**src/rtl/pic_pkg.sv**
```systemverilog
package pic_pkg;

    localparam int MAX_SRC = 64;
    localparam int MAP_W   = 8;

    typedef enum logic [1:0] {
        SEL_MASK   = 2'd0,
        SEL_STATUS = 2'd1,
        SEL_WAKE   = 2'd2,
        SEL_RSVD   = 2'd3
    } reg_sel_e;

    typedef struct packed {
        logic     rd;
        logic     wr;
        reg_sel_e sel;
    } bus_cmd_t;

    typedef struct packed {
        logic stage1;
        logic stage2;
        logic pend;
    } edge_state_t;

    typedef logic [MAX_SRC*MAP_W-1:0] src_map_t;

    // Round-robin default map: source i feeds event i mod n_evt.
    function automatic src_map_t rr_map(input int n_evt);
        src_map_t m;
        m = '0;
        for (int i = 0; i < MAX_SRC; i++) begin
            m[i*MAP_W +: MAP_W] = MAP_W'(i % n_evt);
        end
        return m;
    endfunction

endpackage

```
**src/rtl/pic_regs.sv**
```systemverilog
module pic_regs
    import pic_pkg::*;
#(
    parameter int N_SRC = 16
) (
    input  logic             clk,
    input  logic             rst,
    input  bus_cmd_t         cmd,
    input  logic [N_SRC-1:0] wdata,
    input  logic [N_SRC-1:0] src_req,
    output logic [N_SRC-1:0] mask_q,
    output logic [N_SRC-1:0] wen_q,
    output logic [N_SRC-1:0] rdata
);

    logic [N_SRC-1:0] rd_mux;

    always_comb begin
        unique case (cmd.sel)
            SEL_MASK:   rd_mux = mask_q;
            SEL_STATUS: rd_mux = src_req;
            SEL_WAKE:   rd_mux = wen_q;
            default:    rd_mux = '0;
        endcase
    end

    always_ff @(posedge clk) begin
        if (rst) begin
            mask_q <= '0;
            wen_q  <= '0;
            rdata  <= '0;
        end else begin
            if (cmd.wr) begin
                if (cmd.sel == SEL_MASK) mask_q <= wdata;
                if (cmd.sel == SEL_WAKE) wen_q  <= wdata;
            end
            if (cmd.rd) begin
                rdata <= rd_mux;
            end
        end
    end

endmodule

```
**src/rtl/pic_router.sv**
```systemverilog
module pic_router
    import pic_pkg::*;
#(
    parameter int       N_SRC   = 16,
    parameter int       N_EVT   = 4,
    parameter src_map_t SRC_MAP = rr_map(4)
) (
    input  logic [N_SRC-1:0] src_req,
    input  logic [N_SRC-1:0] mask_q,
    output logic [N_EVT-1:0] evt_line
);

    logic [N_SRC-1:0] live;
    assign live = src_req & mask_q;

    for (genvar e = 0; e < N_EVT; e++) begin : g_evt
        logic [N_SRC-1:0] member;
        for (genvar s = 0; s < N_SRC; s++) begin : g_src
            assign member[s] = (SRC_MAP[s*MAP_W +: MAP_W] == MAP_W'(e));
        end
        assign evt_line[e] = |(live & member);
    end

endmodule

```
**src/rtl/pic_edge_latch.sv**
```systemverilog
module pic_edge_latch
    import pic_pkg::*;
(
    input  logic clk,
    input  logic rst,
    input  logic line_i,
    input  logic ack_i,
    output logic rise_o,
    output logic pend_o
);

    edge_state_t st;

    assign rise_o = st.stage1 & ~st.stage2;
    assign pend_o = st.pend;

    always_ff @(posedge clk) begin
        if (rst) begin
            st <= '0;
        end else begin
            st.stage1 <= line_i;
            st.stage2 <= st.stage1;
            // a fresh edge wins over a same-cycle acknowledge (queued)
            st.pend   <= (st.pend & ~ack_i) | rise_o;
        end
    end

endmodule

```
**src/rtl/pic_wake.sv**
```systemverilog
module pic_wake #(
    parameter int N_SRC = 16
) (
    input  logic             clk,
    input  logic             rst,
    input  logic [N_SRC-1:0] src_req,
    input  logic [N_SRC-1:0] wen_q,
    output logic             wake_o
);

    always_ff @(posedge clk) begin
        if (rst) wake_o <= 1'b0;
        else     wake_o <= |(src_req & wen_q);
    end

endmodule

```
**src/rtl/pic_aggregator.sv**
```systemverilog
module pic_aggregator
    import pic_pkg::*;
#(
    parameter int       N_SRC   = 16,
    parameter int       N_EVT   = 4,
    parameter src_map_t SRC_MAP = rr_map(N_EVT)
) (
    input  logic             clk,
    input  logic             rst,
    input  logic [N_SRC-1:0] src_req,
    input  logic [N_EVT-1:0] core_ack,
    input  logic             bus_rd,
    input  logic             bus_wr,
    input  logic [1:0]       bus_sel,
    input  logic [N_SRC-1:0] bus_wdata,
    output logic [N_SRC-1:0] bus_rdata,
    output logic [N_EVT-1:0] evt_pend,
    output logic             wake_req
);

    bus_cmd_t         cmd;
    logic [N_SRC-1:0] mask_q;
    logic [N_SRC-1:0] wen_q;
    logic [N_EVT-1:0] evt_line;
    logic [N_EVT-1:0] evt_rise;

    assign cmd.rd  = bus_rd;
    assign cmd.wr  = bus_wr;
    assign cmd.sel = reg_sel_e'(bus_sel);

    pic_regs #(.N_SRC(N_SRC)) u_regs (
        .clk     (clk),
        .rst     (rst),
        .cmd     (cmd),
        .wdata   (bus_wdata),
        .src_req (src_req),
        .mask_q  (mask_q),
        .wen_q   (wen_q),
        .rdata   (bus_rdata)
    );

    pic_router #(.N_SRC(N_SRC), .N_EVT(N_EVT), .SRC_MAP(SRC_MAP)) u_router (
        .src_req  (src_req),
        .mask_q   (mask_q),
        .evt_line (evt_line)
    );

    for (genvar e = 0; e < N_EVT; e++) begin : g_latch
        pic_edge_latch u_latch (
            .clk    (clk),
            .rst    (rst),
            .line_i (evt_line[e]),
            .ack_i  (core_ack[e]),
            .rise_o (evt_rise[e]),
            .pend_o (evt_pend[e])
        );
    end

    pic_wake #(.N_SRC(N_SRC)) u_wake (
        .clk     (clk),
        .rst     (rst),
        .src_req (src_req),
        .wen_q   (wen_q),
        .wake_o  (wake_req)
    );

endmodule

```
**config.mk**
```make
export PLATFORM = sky130hd
export DESIGN_NAME = pic_aggregator
export DESIGN_NICKNAME = d
export VERILOG_FILES = /design/src/rtl/pic_pkg.sv /design/src/rtl/pic_regs.sv /design/src/rtl/pic_router.sv /design/src/rtl/pic_edge_latch.sv /design/src/rtl/pic_wake.sv /design/src/rtl/pic_aggregator.sv
export SDC_FILE = /design/constraint.sdc
export NUM_CORES = 1
export LEC_CHECK = 0
export ABC_AREA = 1
export BUFFER_PORTS_ARGS = -buffer_cell sky130_fd_sc_hd__clkbuf_2
export CORE_MARGIN = 2
export CORE_UTILIZATION = 54
export DETAILED_ROUTE_END_ITERATION = 10
export GPL_ROUTABILITY_DRIVEN = 0
export PLACE_DENSITY = 0.8
export SLEW_MARGIN = 20
export SYNTH_ARGS = -nofsm -noshare
export SYNTH_HDL_FRONTEND = slang
export SYNTH_HIERARCHICAL = 1
export SYNTH_SLANG_ARGS = --single-unit
export TNS_END_PERCENT = 5
```
**constraint.sdc**
```tcl
create_clock -name clk -period 1.4 [get_ports clk]
set_clock_uncertainty 0.15 [all_clocks]
set_input_delay 0.14 -clock clk [delete_from_list [all_inputs] [get_ports clk]]
set_output_delay 0.14 -clock clk [all_outputs]
set_load 0.02 [all_outputs]
```
==> metrics <==
status=finished clean; Final Max Slew Viols=0; synthesized area=2840 um^2; Hold Vio Cnt, Final=0; Layout Nets=526; # setup viols final=0; crit path kind=reg -> out; delay-heaviest family, CP=flip-flops; H-tree depth=3; clock power share=34.4%; Area Overhead vs Synth=24.5%; synth warn=6; crit path max fanout=2; f_max=889 MHz; post_cts resized=0; FP Rows=26; port bufs=62; Comb pwr share=roughly 14%; Syn Area/Cell=roughly 7 um^2; Die Width=between 70 and 80 um; chip height=76.5 um; vias in the first global route=between 2000 and 3000; IR Drop Worst-Case VDD=898 uV; IO Count=63; Initial DRC Count=195; final wirelength=7470 um; CP endpoint kind=output port; Tightest Pin Transition=492 ps; first-pass GRT wire length=12600 um; Routed WL per cell=13.4 um; Slew headroom=67.2%; Worst-path clk slew=approximately 60 ps; P_sw=0.945 mW; antenna-violating nets left=0; initial core utilization=approximately 56%; Cells after Synth=404; DP HPWL=roughly 5200 um; RSZ-0062 raised after global routing=false; Tmin final=1120 ps; GRT Overall Usage=a little over a quarter; post-route DRC violation count=0; Longest Clk Path Bufs=2; Pwr per Cell Area=1000 nW/um^2; die area=5850 um^2; final std cells w/o fill=~560; dpl cells=523; Root Driver=clkbuf_8; share of layout cells above drive strength 1=23.6%; n_diodes=0; Remaining Overflow, GRT=0; CORE AREA=a little over 5000 um^2; fin util=69.6%; switching part of the total power=26.6%; DR vias/cell=~5.4; Critical-path top delay cell=dfxtp_1; first drt pass iteration count=5; Leak=1.52 nW; part of the power in registers=51.8%; CTS tree=built; fin crit share=80.4%; max_cap viols=0; # clock sinks=61; Critical path buffers and inverters=1; crit-path max cell delay=340 ps; final worst slack=between 200 and 300 ps; Worst Hold Class=in -> reg; CP Data Required Time=roughly 1100 ps; Setup crit start kind=flip-flop; Syn Nets=446; crit path cell chain=clkbuf_2; Setup WS pre-CTS=-27.2 ps; Worst-Skew Late Latency=around 330 ps; initial antenna violation count=0; vias=roughly 3000; largest net degree at the start of global routing=62; CTS Buf Count=9; data arrival time of the worst path=about 830 ps; internal power component=2.60 mW
[path summary, 6_finish.rpt]
kind | from | end | slack (ps) | cells after the start
max | u_regs/rdata[11]$_SDFFE_PP0P_ | bus_rdata[11] | 280 | 1
min reg2reg | g_latch[2].u_latch/st[2]$_SDFF_PP0_ | g_latch[2].u_latch/st[1]$_SDFF_PP0_ | 270 | 2
min | src_req[9] | u_regs/rdata[9]$_SDFFE_PP0P_ | 60 | 5
max reg2reg | u_regs/wen_q[4]$_SDFFE_PP0P_ | u_wake/wake_o$_SDFF_PP0_ | 290 | 6
[layout by cell type (no fill, tap or decap)]
cell	n
nand2_1	148
clkbuf_2	62
dfxtp_1	61
nand3_1	48
a21oi_1	38
inv_1	25
dlygate4sd3_1	20
nand4_1	16
nor2_1	14
a21oi_2	14
nand2_2	10
buf_4	10
clkbuf_8	9
clkinv_2	3
clkbuf_1	2
inv_2	2
buf_12	1
nor2_8	1
nand2_4	1
inv_4	1
nand3_2	1
[sequential cells by signal (all words and copies together), names as in the netlist]
name / count
g_latch.u_latch/pend_o: 4
u_regs/mask_q: 16
u_wake/wake_o: 1
g_latch.u_latch/st: 8
u_regs/rdata: 16
u_regs/wen_q: 16
[through the flow]
stage               hold slack, ps  cell area [um^2]  setup TNS (ps)  total power, mW
floorplan                     52.4              2840               0             2.14
global placement               243              3190               0             2.30
detailed placement             249              3190           -89.8             2.31
CTS                           51.6              3530               0             3.57
global route                  96.4              3530               0             3.71
finish                        61.8              3530               0             3.55
[power groups by stage]
stage	combinational [mW]	clock, mW	sequential [mW]
after global routing	0.539	1.33	1.84
after floorplan	0.252	0	1.89
final	0.489	1.22	1.84
after detailed placement	0.439	0	1.87
after CTS	0.483	1.25	1.84
after global placement	0.429	0	1.87
[routing by layer]
layer,global-route usage (%),vias to the layer above,wire (um)
met5,0,-,0
met4,14.4,0,190
met3,4.15,20,533
met2,43.0,130,3530
met1,34.7,1370,3220
li1,-,1463,-
[timing repair]
action,4_1_cts,5_1_grt
setup buffers,0,0
hold endpoints to repair,36,0
hold buffers,20,0
[final cells by class]
| type | count | area (um^2) |
|---|---|---|
| timing repair buffer | 93 | 606 |
| inverter | 28 | 108 |
| multi-input combinational | 291 | 1370 |
| tap | 70 | 87.6 |
| clock buffer | 11 | 131 |
| clock inverter | 3 | 15.0 |
| fill | 454 | 1540 |
| sequential | 61 | 1220 |
Power figures use the tool's default switching activity.
